`src/rtl/pfl_pkg.sv`:
```
`timescale 1ns/1ps
package pfl_pkg;

    // three-valued logic level carried on the outputs
    typedef enum logic [1:0] {
        LV_ZERO = 2'b00,
        LV_ONE  = 2'b01,
        LV_UNK  = 2'b10
    } lv_e;

    localparam int N_IN = 4;

    // qualified input levels, bit order matches the raw vector in the top
    typedef struct packed {
        logic clr;
        logic set;
        logic en;
        logic data;
    } lvl_s;

    function automatic lv_e lv_inv(input lv_e v);
        case (v)
            LV_ZERO: return LV_ONE;
            LV_ONE:  return LV_ZERO;
            default: return LV_UNK;
        endcase
    endfunction

    function automatic lv_e lv_of_bit(input logic b);
        return b ? LV_ONE : LV_ZERO;
    endfunction

    function automatic lv_e lv_of_code(input logic [1:0] c);
        case (c)
            2'd0:    return LV_ZERO;
            2'd1:    return LV_ONE;
            default: return LV_UNK;
        endcase
    endfunction

endpackage

```
`src/rtl/pfl_filter.sv`:
```
`timescale 1ns/1ps
module pfl_filter #(
    parameter int DLY  = 1,
    parameter bit IDLE = 1'b0
) (
    input  logic clk,
    input  logic rst,
    input  logic raw_i,
    output logic lvl_o
);
    localparam int            CW    = $clog2(DLY + 1);
    localparam logic [CW-1:0] DLY_C = CW'(DLY);
    localparam logic [CW-1:0] ONE_C = CW'(1);

    logic          last_q;
    logic          lvl_q;
    logic [CW-1:0] cnt_q;
    logic [CW-1:0] cnt_n;

    // count of consecutive edges that sampled the current raw level
    always_comb begin
        if (raw_i != last_q)
            cnt_n = ONE_C;
        else if (cnt_q >= DLY_C)
            cnt_n = cnt_q;
        else
            cnt_n = cnt_q + ONE_C;
    end

    always_ff @(posedge clk) begin
        if (rst) begin
            last_q <= IDLE;
            cnt_q  <= DLY_C;
            lvl_q  <= IDLE;
        end else begin
            last_q <= raw_i;
            cnt_q  <= cnt_n;
            if (cnt_n >= DLY_C)
                lvl_q <= raw_i;
        end
    end

    assign lvl_o = lvl_q;


    flt_cnt_range_chk: assert property (@(posedge clk) disable iff (rst)
        (cnt_q >= ONE_C) && (cnt_q <= DLY_C));


    flt_accept_src_chk: assert property (@(posedge clk) disable iff (rst)
        (lvl_q != $past(lvl_q)) |-> (lvl_q == $past(raw_i)));


    flt_no_early_chk: assert property (@(posedge clk) disable iff (rst)
        ((DLY > 1) && (lvl_q != $past(lvl_q))) |-> ($past(raw_i) == $past(last_q)));

endmodule

```
`src/rtl/pfl_core.sv`:
```
`timescale 1ns/1ps
module pfl_core
    import pfl_pkg::*;
#(
    parameter bit         EN_ACT_HIGH    = 1'b1,
    parameter bit         ASYNC_ACT_HIGH = 1'b1,
    parameter logic [1:0] INIT_STATE     = 2'd2
) (
    input  logic clk,
    input  logic rst,
    input  lvl_s lvl_i,
    output lv_e  q_o,
    output lv_e  qn_o
);
    localparam lv_e INIT_LV = lv_of_code(INIT_STATE);

    logic en_act;
    logic set_act;
    logic clr_act;
    lv_e  hold_q;
    lv_e  cur;

    assign en_act  = (lvl_i.en  == EN_ACT_HIGH);
    assign set_act = (lvl_i.set == ASYNC_ACT_HIGH);
    assign clr_act = (lvl_i.clr == ASYNC_ACT_HIGH);

    // forcing pair overrides the transparent path
    always_comb begin
        if (set_act && clr_act)
            cur = LV_UNK;
        else if (set_act)
            cur = LV_ONE;
        else if (clr_act)
            cur = LV_ZERO;
        else if (en_act)
            cur = lv_of_bit(lvl_i.data);
        else
            cur = hold_q;
    end

    always_ff @(posedge clk) begin
        if (rst)
            hold_q <= INIT_LV;
        else
            hold_q <= cur;
    end

    assign q_o  = cur;
    assign qn_o = lv_inv(cur);


    follow_data_chk: assert property (@(posedge clk) disable iff (rst)
        (en_act && !set_act && !clr_act) |=>
            (hold_q == ($past(lvl_i.data) ? LV_ONE : LV_ZERO)));


    hold_value_chk: assert property (@(posedge clk) disable iff (rst)
        (!en_act && !set_act && !clr_act && $past(!en_act && !set_act && !clr_act))
            |-> $stable(q_o));


    force_one_chk: assert property (@(posedge clk) disable iff (rst)
        (set_act && !clr_act) |=> (hold_q == LV_ONE));


    force_zero_chk: assert property (@(posedge clk) disable iff (rst)
        (clr_act && !set_act) |=> (hold_q == LV_ZERO));


    both_force_unk_chk: assert property (@(posedge clk) disable iff (rst)
        (set_act && clr_act) |=> (hold_q == LV_UNK));

endmodule

```
`src/rtl/pulse_filt_latch.sv`:
```
`timescale 1ns/1ps
module pulse_filt_latch
    import pfl_pkg::*;
#(
    parameter int         DATA_DLY       = 3,
    parameter int         EN_DLY         = 2,
    parameter int         SET_DLY        = 2,
    parameter int         CLR_DLY        = 4,
    parameter bit         EN_ACT_HIGH    = 1'b1,
    parameter bit         ASYNC_ACT_HIGH = 1'b1,
    parameter logic [1:0] INIT_STATE     = 2'd2
) (
    input  logic       clk,
    input  logic       rst,
    input  logic       data_i,
    input  logic       en_i,
    input  logic       set_i,
    input  logic       clr_i,
    output logic [1:0] q_o,
    output logic [1:0] qn_o
);
    localparam int         DLY_TAB [N_IN] = '{DATA_DLY, EN_DLY, SET_DLY, CLR_DLY};
    localparam logic [N_IN-1:0] IDLE_V = {~ASYNC_ACT_HIGH, ~ASYNC_ACT_HIGH, ~EN_ACT_HIGH, 1'b0};

    logic [N_IN-1:0] raw_v;
    logic [N_IN-1:0] lvl_v;
    lvl_s            lvl;
    lv_e             q_lv;
    lv_e             qn_lv;

    assign raw_v = {clr_i, set_i, en_i, data_i};

    for (genvar gi = 0; gi < N_IN; gi++) begin : g_flt
        pfl_filter #(
            .DLY  (DLY_TAB[gi]),
            .IDLE (IDLE_V[gi])
        ) u_flt (
            .clk   (clk),
            .rst   (rst),
            .raw_i (raw_v[gi]),
            .lvl_o (lvl_v[gi])
        );
    end

    assign lvl = lvl_s'(lvl_v);

    pfl_core #(
        .EN_ACT_HIGH    (EN_ACT_HIGH),
        .ASYNC_ACT_HIGH (ASYNC_ACT_HIGH),
        .INIT_STATE     (INIT_STATE)
    ) u_core (
        .clk   (clk),
        .rst   (rst),
        .lvl_i (lvl),
        .q_o   (q_lv),
        .qn_o  (qn_lv)
    );

    assign q_o  = q_lv;
    assign qn_o = qn_lv;


    compl_pair_chk: assert property (@(posedge clk) disable iff (rst)
        ((q_o == 2'b00) == (qn_o == 2'b01)) && ((q_o == 2'b10) == (qn_o == 2'b10)));


    no_bad_code_chk: assert property (@(posedge clk) disable iff (rst)
        (q_o != 2'b11) && (qn_o != 2'b11));


    init_state_chk: assert property (@(posedge clk) disable iff (rst)
        $fell(rst) |-> (q_o == ((INIT_STATE > 2'd1) ? 2'b10 : INIT_STATE)));

endmodule

```
`config.mk`:
```
export PLATFORM = sky130hd
export DESIGN_NAME = pulse_filt_latch
export DESIGN_NICKNAME = d
export VERILOG_FILES = /design/src/rtl/pfl_pkg.sv /design/src/rtl/pfl_filter.sv /design/src/rtl/pfl_core.sv /design/src/rtl/pulse_filt_latch.sv
export SDC_FILE = /design/constraint.sdc
export NUM_CORES = 1
export LEC_CHECK = 0
export BUFFER_PORTS_ARGS = -buffer_cell sky130_fd_sc_hd__buf_2
export CORE_MARGIN = 2
export CORE_UTILIZATION = 42
export DETAILED_ROUTE_END_ITERATION = 12
export PLACE_DENSITY = 0.63
export SLEW_MARGIN = 15
export SYNTH_ARGS = -nofsm -noshare
export SYNTH_HDL_FRONTEND = slang
export SYNTH_SLANG_ARGS = --single-unit
```
`constraint.sdc`:
```
create_clock -name clk -period 1.5 [get_ports clk]
set_clock_uncertainty 0.2 [all_clocks]
set_input_delay 0.075 -clock clk [delete_from_list [all_inputs] [get_ports clk]]
set_output_delay 0.075 -clock clk [all_outputs]
set_load 0.1 [all_outputs]
```
After elaboration in Yosys (flattened, before gate mapping)

Cells that the tools add are included.
Widths: inputs -> output; s select.

Register bits: 19
Logic and storage cells: 46

Add/subtract/negate cells: 4
Order comparisons: 8
Equality and inequality tests: 5
Muxes and demuxes: 14
Reduce and logical (&&, ||, !) cells: 2

Operators by type and width:

| operator            | number |
|---|---|
| $mux 2              | 10 |
| $ge 2x2->1 const B  | 6 |
| $add 2x1->2 const B | 3 |
| $ge 3x3->1 const B  | 2 |
| $mux 3              | 2 |
| $ne 1x1->1          | 4 |
| $pmux 2 s2          | 1 |
| $add 3x1->3 const B | 1 |
| $eq 2x1->1 const B  | 1 |
| $logic_not 2->1     | 1 |
| $logic_and 1x1->1   | 1 |
| $mux 1              | 1 |

Longest topological paths before layout

Gate-level depths: netlist of the first run.

Depth after elaboration: 7
Gate-level depth with buffers: 5
Gate-level depth less buffers: 5

Hierarchy

From an unflattened synthesis of the first run, not the netlist that was laid out.

Cells, all modules: 81
Area total of the unflattened synthesis: 798.3 sq um

By module, submodules not included:

| module                          | times used | cells an instance | area each (sq um) | seq. area each (sq um) |
|---|---|---|---|---|
| pfl_filter (g_flt[1].u_flt ...) | 2          | 17                | 155.1             | 80.1 |
| pfl_filter (g_flt[3].u_flt)     | 1          | 21                | 220.2             | 100.1 |
| pfl_filter (g_flt[0].u_flt)     | 1          | 13                | 141.4             | 80.1 |
| pfl_core                        | 1          | 13                | 126.4             | 40.0 |

Worst setup path after synthesis of the first run

OpenSTA, ideal clock, no wires.

Path type: register -> output
Start point: register g_flt[1].u_flt.lvl_q
End point: output port q_o[0]
Arrival time: 1.935 ns
Required time: 1.225 ns
Setup slack: -0.710 ns
Stages on the path, launching flop included: 4
Path buffers: 0
Path through: dfxtp_1 > nor2b_1 > o21ba_2 > nor2_1

Word-level cells in the longest chain between the ends: 4

RTL lines:

| item                     | line                   | source |
|---|---|---|
| start: declaration       | pfl_filter.sv:16       | `logic lvl_q;` |
| start signal: assignment | pfl_filter.sv:39       | `lvl_q <= raw_i;` |
| $mux 2                   | pfl_core.sv:35         | `else if (en_act)` |
| $mux 2                   | pfl_core.sv:33         | `else if (clr_act)` |
| $mux 2                   | pfl_core.sv:31         | `else if (set_act)` |
| $mux 2                   | pfl_core.sv:29         | `if (set_act && clr_act)` |
| end: declaration         | pulse_filt_latch.sv:19 | `output logic [1:0] q_o,` |

No other way between the ends.

Worst setup path in the final report of the first run

Start point: register g_flt[1].u_flt.lvl_q
End point: output port qn_o[1]

Word-level cells in the longest chain between the ends: 6
Elaborated cells on any way between the ends: 7

RTL lines:

| item                                          | line                   | source |
|---|---|---|
| $mux 2 *                                      | pfl_core.sv:35         |  |
| $mux 2 *                                      | pfl_core.sv:33         |  |
| $mux 2 *                                      | pfl_core.sv:31         |  |
| $mux 2 *                                      | pfl_core.sv:29         |  |
| $eq 2x1->1 or $logic_not 2->1 (tied branches) | pfl_pkg.sv:22          | `case (v)` |
| $pmux 2 s2 *                                  | pfl_pkg.sv:22          |  |
| end: declaration                              | pulse_filt_latch.sv:20 | `output logic [1:0] qn_o` |

Mark *: on every way between the ends. The rest lies on a longest branch, timed or not.

==> impl_metrics.json, run 1 <==
{
  "status": "finished with violations",
  "violations": "negative setup slack",
  "hold_start": "g_flt[0].u_flt.cnt_q[0]",
  "tritoncts": "done",
  "post_drt_via_cell_ratio": 4.702,
  "yosysSeqAreaShare": 0.4787,
  "reg2reg_from": "g_flt[2].u_flt.lvl_o",
  "muxShareOfSynthArea": 0.01260,
  "fin_crit_sh": 1.062,
  "seq_power_share": 0.457,
  "hold_ws_ps": 200.6,
  "drc": 0,
  "grt_pass1_wl_um": 2366,
  "arrival_ps": 1320,
  "fp-row-count": 15,
  "netlist_area_um2": 794.5,
  "r2r-end": "u_core.hold_q[1]",
  "first_iter_violations": 2,
  "irDropWorstVdd_v": 0.0006771,
  "fillers": 160,
  "io_pins": 10,
  "die_y_um": 47.50,
  "area_growth_syn_to_layout_pct": 37.80,
  "dieArea_um2": 2256,
  "gp_congestion": 0.8205,
  "yosys.area_share.adder": 0.06299,
  "synth_compound_area_frac": 0.1591,
  "min_path_cells": 1,
  "static-leakage-power_nw": 0.4940,
  "path_clk_slew_ps": 110,
  "ff2ff_path_depth": 3,
  "post_cts_buffers": 0,
  "grt_max_degree": 11,
  "cp_max_fo": 6,
  "antenna_found_initial": 0,
  "slew_violations": 0,
  "comb_power_share": 0.343,
  "overflow": 0,
  "final_common_cell": "dfxtp_1",
  "rsz0062_at_grt": "true",
  "wl_met2_um": 650,
  "holdPathEnd": "g_flt[0].u_flt.cnt_q[0]",
  "first_pass_iters": 2,
  "synth_fp_nets": 95,
  "grt_pass1_vias": 558,
  "design.core.area_um2": 1745,
  "synth-simple-area-share": 0.1685,
  "grt_use_total": 0.1525,
  "vias": 616,
  "slew_headroom": 0.7504,
  "switchingPower_uw": 427.1,
  "synth_area_per_cell_um2": 9.347,
  "dp_hpwl_um": 867.3,
  "cts_root_buf": "clkbuf_4",
  "cap_viol_max_count": 0,
  "dr_wl_met3_um": 36,
  "clock-sinks": 19,
  "drive_above_1_share": 0.2264,
  "intPower_uw": 831.0,
  "layout.nets": 117,
  "numCtsBuffers": 3,
  "postPlaceCellArea_um2": 944.7,
  "clockBufferDepth": 2,
  "power_per_cell_area_nw_per_um2": 1149,
  "worstSetupPathType": "register to output port",
  "worst_slack_ps": -92.48,
  "crit_path_start_kind": "register",
  "worstMarginPinSlew_ps": 373.2,
  "wl_per_cell_um": 10.56,
  "route.layer.met1.wl_um": 683,
  "layout_common_cells": "16 x dfxtp_1, 9 x inv_1, 9 x dlygate4sd3_1",
  "finalHoldViolations": 0,
  "htreeDepth": 1,
  "regToRegSetupSlack_ps": 270,
  "die_width_um": 47.50,
  "synth.distinct_cells": 24,
  "synth_xor_area_frac": 0.05512,
  "worstSetupEndpointType": "output port",
  "hp-class": "register to register",
  "initial_core_util": 0.4552,
  "ant_nets": 0,
  "required_ps": 1220,
  "post-route-min-period_ps": 1592,
  "stdcell_area_um2": 1095,
  "highest_layer": "met4",
  "insertedDiodeCount": 0,
  "synth_top_family_by_area": "simple AND/OR/NAND/NOR gates",
  "p_sw_frac": 0.3395,
  "setup_violations": 4,
  "p_clk_frac": 0.199,
  "synth_seq_cells": 19,
  "syn_inst": 85,
  "routed_wl_um": 1383,
  "ys.warnings.count": 0,
  "port_buffers": 9,
  "fmax_ghz": 0.6280,
  "clkLatencyLatePin_ps": 290
}
power groups by stage:
stage                     combinational (mW)  sequential, mW  clock (mW)
final                                  0.432           0.575       0.251
after floorplan                        0.281           0.579           0
after global routing                   0.459           0.582       0.280
after CTS                              0.436           0.575       0.260
after detailed placement               0.400           0.584           0
after global placement                 0.396           0.583           0
per-stage QoR:
stage          utilization  setup WS [ps]  TNS [ps]  power, mW  cells
2_1_floorplan            -          45.83         0     0.8604     85
3_3_place_gp        0.5412          178.9         0     0.9792    118
3_5_place_dp        0.5412          140.5         0     0.9844    118
4_1_cts             0.6272         -98.56    -318.5      1.271    131
5_1_grt             0.6272         -149.3    -518.4      1.322    131
6_report            0.6272         -92.48    -272.5      1.258    131
worst max path at each step:
stage	start	to	slack [ps]	cells past startpoint
2_1_floorplan	g_flt[3].u_flt.lvl_o	qn_o[1]	50	2
3_3_place_gp	g_flt[2].u_flt.lvl_o	qn_o[1]	180	3
3_5_place_dp	g_flt[2].u_flt.lvl_o	qn_o[1]	140	3
4_1_cts	g_flt[1].u_flt.lvl_o	q_o[0]	-100	4
5_1_grt	g_flt[1].u_flt.lvl_o	qn_o[1]	-150	3
6_report	g_flt[1].u_flt.lvl_o	qn_o[1]	-90	3
area by class of cell:
| class | count | area [µm²] | area share |
|---|---|---|---|
| Clock buffer | 4 | 26.28 | 0.02400 |
| Inverter | 9 | 33.78 | 0.03086 |
| Multi-Input combinational cell | 55 | 414.1 | 0.3783 |
| Sequential cell | 19 | 386.6 | 0.3531 |
| Tap cell | 25 | 31.28 | 0.02857 |
| Timing Repair Buffer | 19 | 202.7 | 0.1851 |
cells by family after synthesis:
logic type / Yosys count
adder cells (fa/ha/maj): 4
buffers and inverters: 11
AND/OR/NAND/NOR: 25
flip-flops: 19
AO/OA/AOI/OAI: 20
multiplexers: 1
XOR/XNOR: 5
worst max-delay path, cell delays in order, from the launching register on:
cell and delay, ps:
dfxtp_4 380, nor4b_4 320, a21o_2 160, buf_12 170
what timing repair did:
item / CTS / global route
hold buffers: 9 / 0
hold endpoints to repair: 17 / 0
endpoints found under the setup margin: 4 / 4
gates resized for setup: 9 / 0
pin swaps: 2 / 2
registers in the layout (all words and copies together) (netlist names):
signal	count
g_flt.u_flt.cnt_q	9
g_flt.u_flt.last_q	4
u_core.hold_q	2
g_flt.u_flt.lvl_o	4
synth_stat cells:
cell type	n	share of area
o21ba_2	1	0.013
o21ai_0	6	0.038
buf_2	1	0.0063
ha_1	4	0.063
xnor2_1	3	0.033
mux2i_1	1	0.013
o31ai_1	1	0.0095
dfxtp_1	19	0.48
a21o_2	1	0.011
nor4b_2	1	0.019
o211ai_1	1	0.0095
nor2b_1	7	0.055
inv_1	9	0.043
nor3_1	4	0.025
nand3_1	1	0.0063
or2_1	1	0.0079
nand2_1	1	0.0047
nor2_1	9	0.043
a21oi_1	5	0.031
buf_6	1	0.014
nand2b_1	1	0.0079
o21bai_1	2	0.019
xor2_1	2	0.022
a21o_1	3	0.028
metal layers:
layer  vias up  global-route usage
met5         -                   0
met4         0             0.08333
met3         2             0.02264
met2         7              0.2405
met1       285              0.2000
li1        322                   -
Note: power is estimated with default switching activity, not from simulation.
==> run 2: changes to the inputs <==
Settings changed: ABC_AREA from default to 1, CORE_MARGIN 2 to 4.
==> run 2 against run 1 <==
Effect of this change:
- the run still ends with negative setup slack left
- largest cell class is now registers
- register-to-register slack about the same
- sequential power decreased by 0.9%
- design area decreased by 0.11%
- non-clock buffer count increased by 2
==> impl_metrics.json, run 2 <==
{
  "synth.distinct_cells": 19,
  "cp_max_fo": 3,
  "slew_violations": 0,
  "wl_per_cell_um": 9.430,
  "ys.warnings.count": 0,
  "ant_nets": 0,
  "synth_area_per_cell_um2": 7.732,
  "worstSetupEndpointType": "output port",
  "port_buffers": 9,
  "multiInputGateArea_um2": 331.6,
  "synthTopCellsByCount": "23 x nand2_1, 19 x dfxtp_1, 18 x inv_1",
  "reg2reg_from": "g_flt[3].u_flt.cnt_q[0]",
  "first_iter_violations": 11,
  "dp_slack_ps": 200.0,
  "worst_slack_ps": -70.13,
  "cts_root_buf": "clkbuf_4",
  "comb_power_share": 0.341,
  "r2r-end": "g_flt[3].u_flt.cnt_q[1]",
  "fillers": 155,
  "die_width_um": 50.91,
  "insertedDiodeCount": 0,
  "seq_power_share": 0.459,
  "fmax_ghz": 0.6369,
  "synth_fp_nets": 110,
  "clock-sinks": 19,
  "initial_core_util": 0.4478,
  "grt.busiest_layer": "met2",
  "layout.nets": 135,
  "syn_inst": 100,
  "finalHoldViolations": 0,
  "met2_usage": 0.2146,
  "hp-class": "register to register",
  "yosys.area.top_type_share": 0.4919,
  "vias": 664,
  "design.core.area_um2": 1727,
  "synth-main-ff-cell": "dfxtp_1",
  "synth-edff-count": 0,
  "clkLatencyLatePin_ps": 290,
  "fp-row-count": 15,
  "violations": "negative setup slack",
  "finalNonFillerCells": 149,
  "path_clk_slew_ps": 100,
  "yosys.cell_count.top_type": "nand2_1",
  "dieArea_um2": 2591,
  "gp_congestion": 0.7032,
  "grt_pass1_vias": 609,
  "yosys.area.top_type": "dfxtp_1",
  "cp-startpoint": "g_flt[1].u_flt.lvl_o",
  "switchingPower_uw": 434.9,
  "grt_use_total": 0.1240,
  "post-route-min-period_ps": 1570,
  "use_met1": 0.1351,
  "slew_headroom": 0.8175,
  "async_flop_share": 0,
  "ff2ff_path_depth": 4,
  "overflow": 0,
  "antenna_found_initial": 0,
  "p_clk_frac": 0.200,
  "drc": 0,
  "arrival_ps": 1300,
  "met3_usage": 0.03499,
  "status": "finished with violations",
  "synth_seq_cells": 19,
  "grt_pass1_wl_um": 2387,
  "power_per_cell_area_nw_per_um2": 1137,
  "worstMarginPinSlew_ps": 271.7,
  "intPower_uw": 808.1,
  "yosys-top-cells-area": "dfxtp_1 49%, nand2_1 11%, inv_1 8.7%, ha_1 6.5%, a21oi_1 4.5%",
  "fin_tns_setup_ps": -167.2,
  "post_drt_via_cell_ratio": 4.456,
  "die_y_um": 50.91,
  "htreeDepth": 1,
  "layout_common_cells": "23 x nand2_1, 17 x inv_1, 16 x dfxtp_1",
  "yosysSeqAreaShare": 0.4919,
  "placedCellCount": 133,
  "required_ps": 1220,
  "fin_total_pwr_mw": 1.243,
  "grt_max_degree": 13,
  "fin_crit_sh": 1.047,
  "static-leakage-power_nw": 0.5295,
  "worstSetupPathType": "register to output port",
  "io_pins": 10,
  "clockBufferDepth": 2,
  "crit_path_start_kind": "register",
  "first_pass_iters": 4,
  "regToRegSetupSlack_ps": 270,
  "register_area_um2": 389.1,
  "utilization": 0.6333,
  "numCtsBuffers": 3,
  "setup_violations": 3,
  "area_growth_syn_to_layout_pct": 41.42,
  "crit_end": "qn_o[0]",
  "rsz0062_at_grt": "true",
  "routed_wl_um": 1405,
  "p_sw_frac": 0.3499,
  "dp_hpwl_um": 1004,
  "final_common_cell": "nand2_1",
  "cap_viol_max_count": 0,
  "tritoncts": "done",
  "largest-register": "g_flt.u_flt.cnt_q",
  "netlist_area_um2": 773.2,
  "largest_reg_flops": 9,
  "hold_start": "g_flt[0].u_flt.cnt_q[0]",
  "irDropWorstVdd_v": 0.0006118,
  "drive_above_1_share": 0.2258
}
## run 2: critical path, cell delays in order, from the launching register on
cell     delay, ps
dfxtp_2        370
inv_2           40
nand4_1        190
o21ai_4        120
nor2_4         110
buf_12         180
## run 2: metrics by stage
stage / hold WS [ps] / area, µm²
final: 236.7 / 1094
after global routing: 276.2 / 1094
after CTS: 236.1 / 1091
after detailed placement: 124.2 / 940.9
after global placement: 115.1 / 940.9
after floorplan: -18.30 / 809.5
## run 2: per-layer routing
| metal | up-vias | wire [µm] |
|---|---|---|
| met2 | 5 | 743 |
| li1 | 351 | - |
| met4 | 0 | 14 |
| met3 | 2 | 25 |
| met5 | - | 0 |
| met1 | 306 | 621 |
## run 2: area by class of cell
| class | count | area share |
|---|---|---|
| Sequential cell | 19 | 0.3558 |
| Multi-Input combinational cell | 56 | 0.3032 |
| Timing Repair Buffer | 21 | 0.2014 |
| Inverter | 24 | 0.08696 |
| Tap cell | 25 | 0.02860 |
| Clock buffer | 4 | 0.02403 |
## run 2: kinds of logic after synthesis
logic type	after synthesis	share of synthesized area
DFF	19	0.4919
xor gates and xnor gates	3	0.03399
and+or+nand+nor	35	0.1829
AOI/OAI and AO/OA	14	0.1036
buffers and inverters	25	0.1230
adders and majority gates	4	0.06473
## run 2: worst min path at each step
stage | end | depth (start not counted) | slack [ps]
2_1_floorplan | g_flt[2].u_flt.last_q | 2 | -20
3_3_place_gp | g_flt[0].u_flt.last_q | 3 | 120
3_5_place_dp | g_flt[2].u_flt.last_q | 3 | 120
4_1_cts | g_flt[0].u_flt.cnt_q[0] | 1 | 240
5_1_grt | g_flt[0].u_flt.cnt_q[0] | 1 | 280
6_report | g_flt[0].u_flt.cnt_q[0] | 1 | 240
## run 2: power groups by stage
stage                     clock (mW)  sequential [mW]  combinational (mW)
after global placement             0            0.579               0.394
after global routing           0.283            0.575               0.453
after detailed placement           0            0.581               0.400
after CTS                      0.259            0.570               0.427
final                          0.249            0.570               0.424
after floorplan                    0            0.576               0.277
## run 2: timing repair
action	in CTS	in global routing
endpoints found under the setup margin	4	7
hold endpoints to repair	17	0
gates resized for setup	6	1
pin swaps	2	0
buffers inserted	3	0
hold buffers	9	0
==> run 3: changes to the inputs <==
Clock period 1.5 ns to 2 ns, I/O delays scaled along.
==> run 3 against run 2 <==
Effect of this change:
- the run now ends clean
- non-clock buffer count down 3
- largest power group unchanged
- clock-buffer cell count unchanged
- via count shrank 3.0%
- sequential share of layout area up 3.1 points
- sequential cell count is the same
- global-route usage rose by 0.80 points
- register-to-register slack gained 490 ps
- first-iteration DRC count increased by 18%
==> impl_metrics.json, run 3 (synthesized netlist as in run 2, its figures left out) <==
{
  "grt_pass1_vias": 638,
  "fp-row-count": 15,
  "grt_max_degree": 13,
  "fin_total_pwr_uw": 862.2,
  "rsz0062_at_grt": "false",
  "area_growth_syn_to_layout_pct": 27.18,
  "static-leakage-power_nw": 0.4910,
  "largest-register": "g_flt.u_flt.cnt_q",
  "htreeDepth": 1,
  "fin_crit_sh": 0.9132,
  "initial_core_util": 0.4478,
  "post_cts_buffers": 0,
  "stdcell_area_um2": 983.4,
  "clockBufferDepth": 2,
  "tritoncts": "done",
  "grt_use_total": 0.1320,
  "drive_above_1_share": 0.1653,
  "hp-class": "register to register",
  "worstSetupPathType": "register to output port",
  "vias": 644,
  "io_pins": 10,
  "finalHoldViolations": 0,
  "arrival_ps": 1530,
  "slew_headroom": 0.6774,
  "first_iter_violations": 13,
  "numCtsBuffers": 3,
  "status": "finished, final reports clean",
  "layout.nets": 132,
  "cpPeakStageDelay_ps": 420,
  "wl_per_cell_um": 9.616,
  "dieArea_um2": 2591,
  "required_ps": 1700,
  "fin_tns_setup_ps": 0,
  "die_y_um": 50.91,
  "cp_max_fo": 5,
  "ant_nets": 0,
  "first_pass_iters": 4,
  "final_common_cell": "nand2_1",
  "dp_hpwl_um": 973.1,
  "worstSetupEndpointType": "output port",
  "post-route-min-period_ps": 1826,
  "grt_pass1_wl_um": 2566,
  "antenna_found_initial": 0,
  "drc": 0,
  "routed_wl_um": 1404,
  "layout_common_cells": "23 x nand2_1, 19 x dfxtp_1, 18 x inv_1",
  "crit_path_start_kind": "register",
  "utilization": 0.5696,
  "slew_violations": 0,
  "largest_reg_flops": 9,
  "post_drt_via_cell_ratio": 4.411,
  "irDropWorstVdd_v": 0.0006114,
  "cap_viol_max_count": 0,
  "power_per_cell_area_nw_per_um2": 876.7,
  "clock-sinks": 19,
  "path_cells": "inv_2, nand4_1, o21ai_2, nor2_4, buf_2",
  "cts_root_buf": "clkbuf_4",
  "postPlaceCellArea_um2": 867.1,
  "insertedDiodeCount": 0,
  "overflow": 0,
  "design.core.area_um2": 1727,
  "finalNonFillerCells": 146,
  "crit_path_top_delay_cell": "buf_2",
  "port_buffers": 9,
  "setup_violations": 0,
  "gp_congestion": 0.7217,
  "clkLatencyLatePin_ps": 290,
  "path_clk_slew_ps": 100,
  "die_width_um": 50.91,
  "fmax_ghz": 0.5475,
  "worstMarginPinSlew_ps": 487.2,
  "placedCellCount": 133
}
run 3: changes by cell type in the layout (fill, tap and decap cells not counted), moves of 2 or more:
cell / previous run / this run
buf_12: 4 / 0
buf_2: 4 / 9
buf_4: 3 / 0
dfxtp_1: 16 / 19
dfxtp_4: 2 / 0
inv_4: 2 / 0
run 3: routing by layer:
metal / GRT usage / wire, µm
met1: 0.1423 / 627
met2: 0.2339 / 717
met3: 0.05248 / 44
met4: 0.04036 / 14
met5: 0 / 0
run 3: final timing paths:
| kind | startpoint | end | slack (ps) | cells after the start |
|---|---|---|---|---|
| hold reg to reg | g_flt[0].u_flt.cnt_q[0] | g_flt[0].u_flt.cnt_q[0] | 230 | 1 |
| hold / removal | g_flt[0].u_flt.cnt_q[0] | g_flt[0].u_flt.cnt_q[0] | 230 | 1 |
| setup reg to reg | g_flt[3].u_flt.cnt_q[0] | g_flt[3].u_flt.cnt_q[1] | 760 | 4 |
| setup / recovery | g_flt[3].u_flt.lvl_o | qn_o[0] | 170 | 5 |
run 3: what timing repair did:
action	4_1_cts	5_1_grt
hold endpoints to repair	16	0
gates resized for setup	0	0
hold buffers	9	0
run 3: area by class of cell:
class / count / area [µm²]
sequential: 19 / 380.4
multi-input combinational: 56 / 320.3
timing repair buffer: 18 / 135.1
fill: 178 / 743.2
inverter: 24 / 90.09
clock buffer: 4 / 26.28
tap: 25 / 31.28
run 3: per-stage QoR:
stage | setup slack, ps | hold WS (ps)
after floorplan | 28.29 | 6.704
after global placement | 537.5 | 139.5
after detailed placement | 490.0 | 148.8
after CTS | 152.4 | 232.5
after global routing | 72.24 | 248.0
final | 173.6 | 229.0
run 3: power by group:
| group | internal, mW | switching [mW] | leakage [nW] |
|---|---|---|---|
| Combinational | 0.0650 | 0.185 | 0.318 |
| Sequential | 0.408 | 0.0175 | 0.158 |
| Clock | 0.0775 | 0.109 | 0.0150 |
| Total | 0.551 | 0.312 | 0.491 |
run 3: worst max-delay path: cells and delay by family (launching register included):
family          cells  cell delay [ps]
buf+inv             2              510
flops               1              410
simple gates        2              220
compound gates      1              100
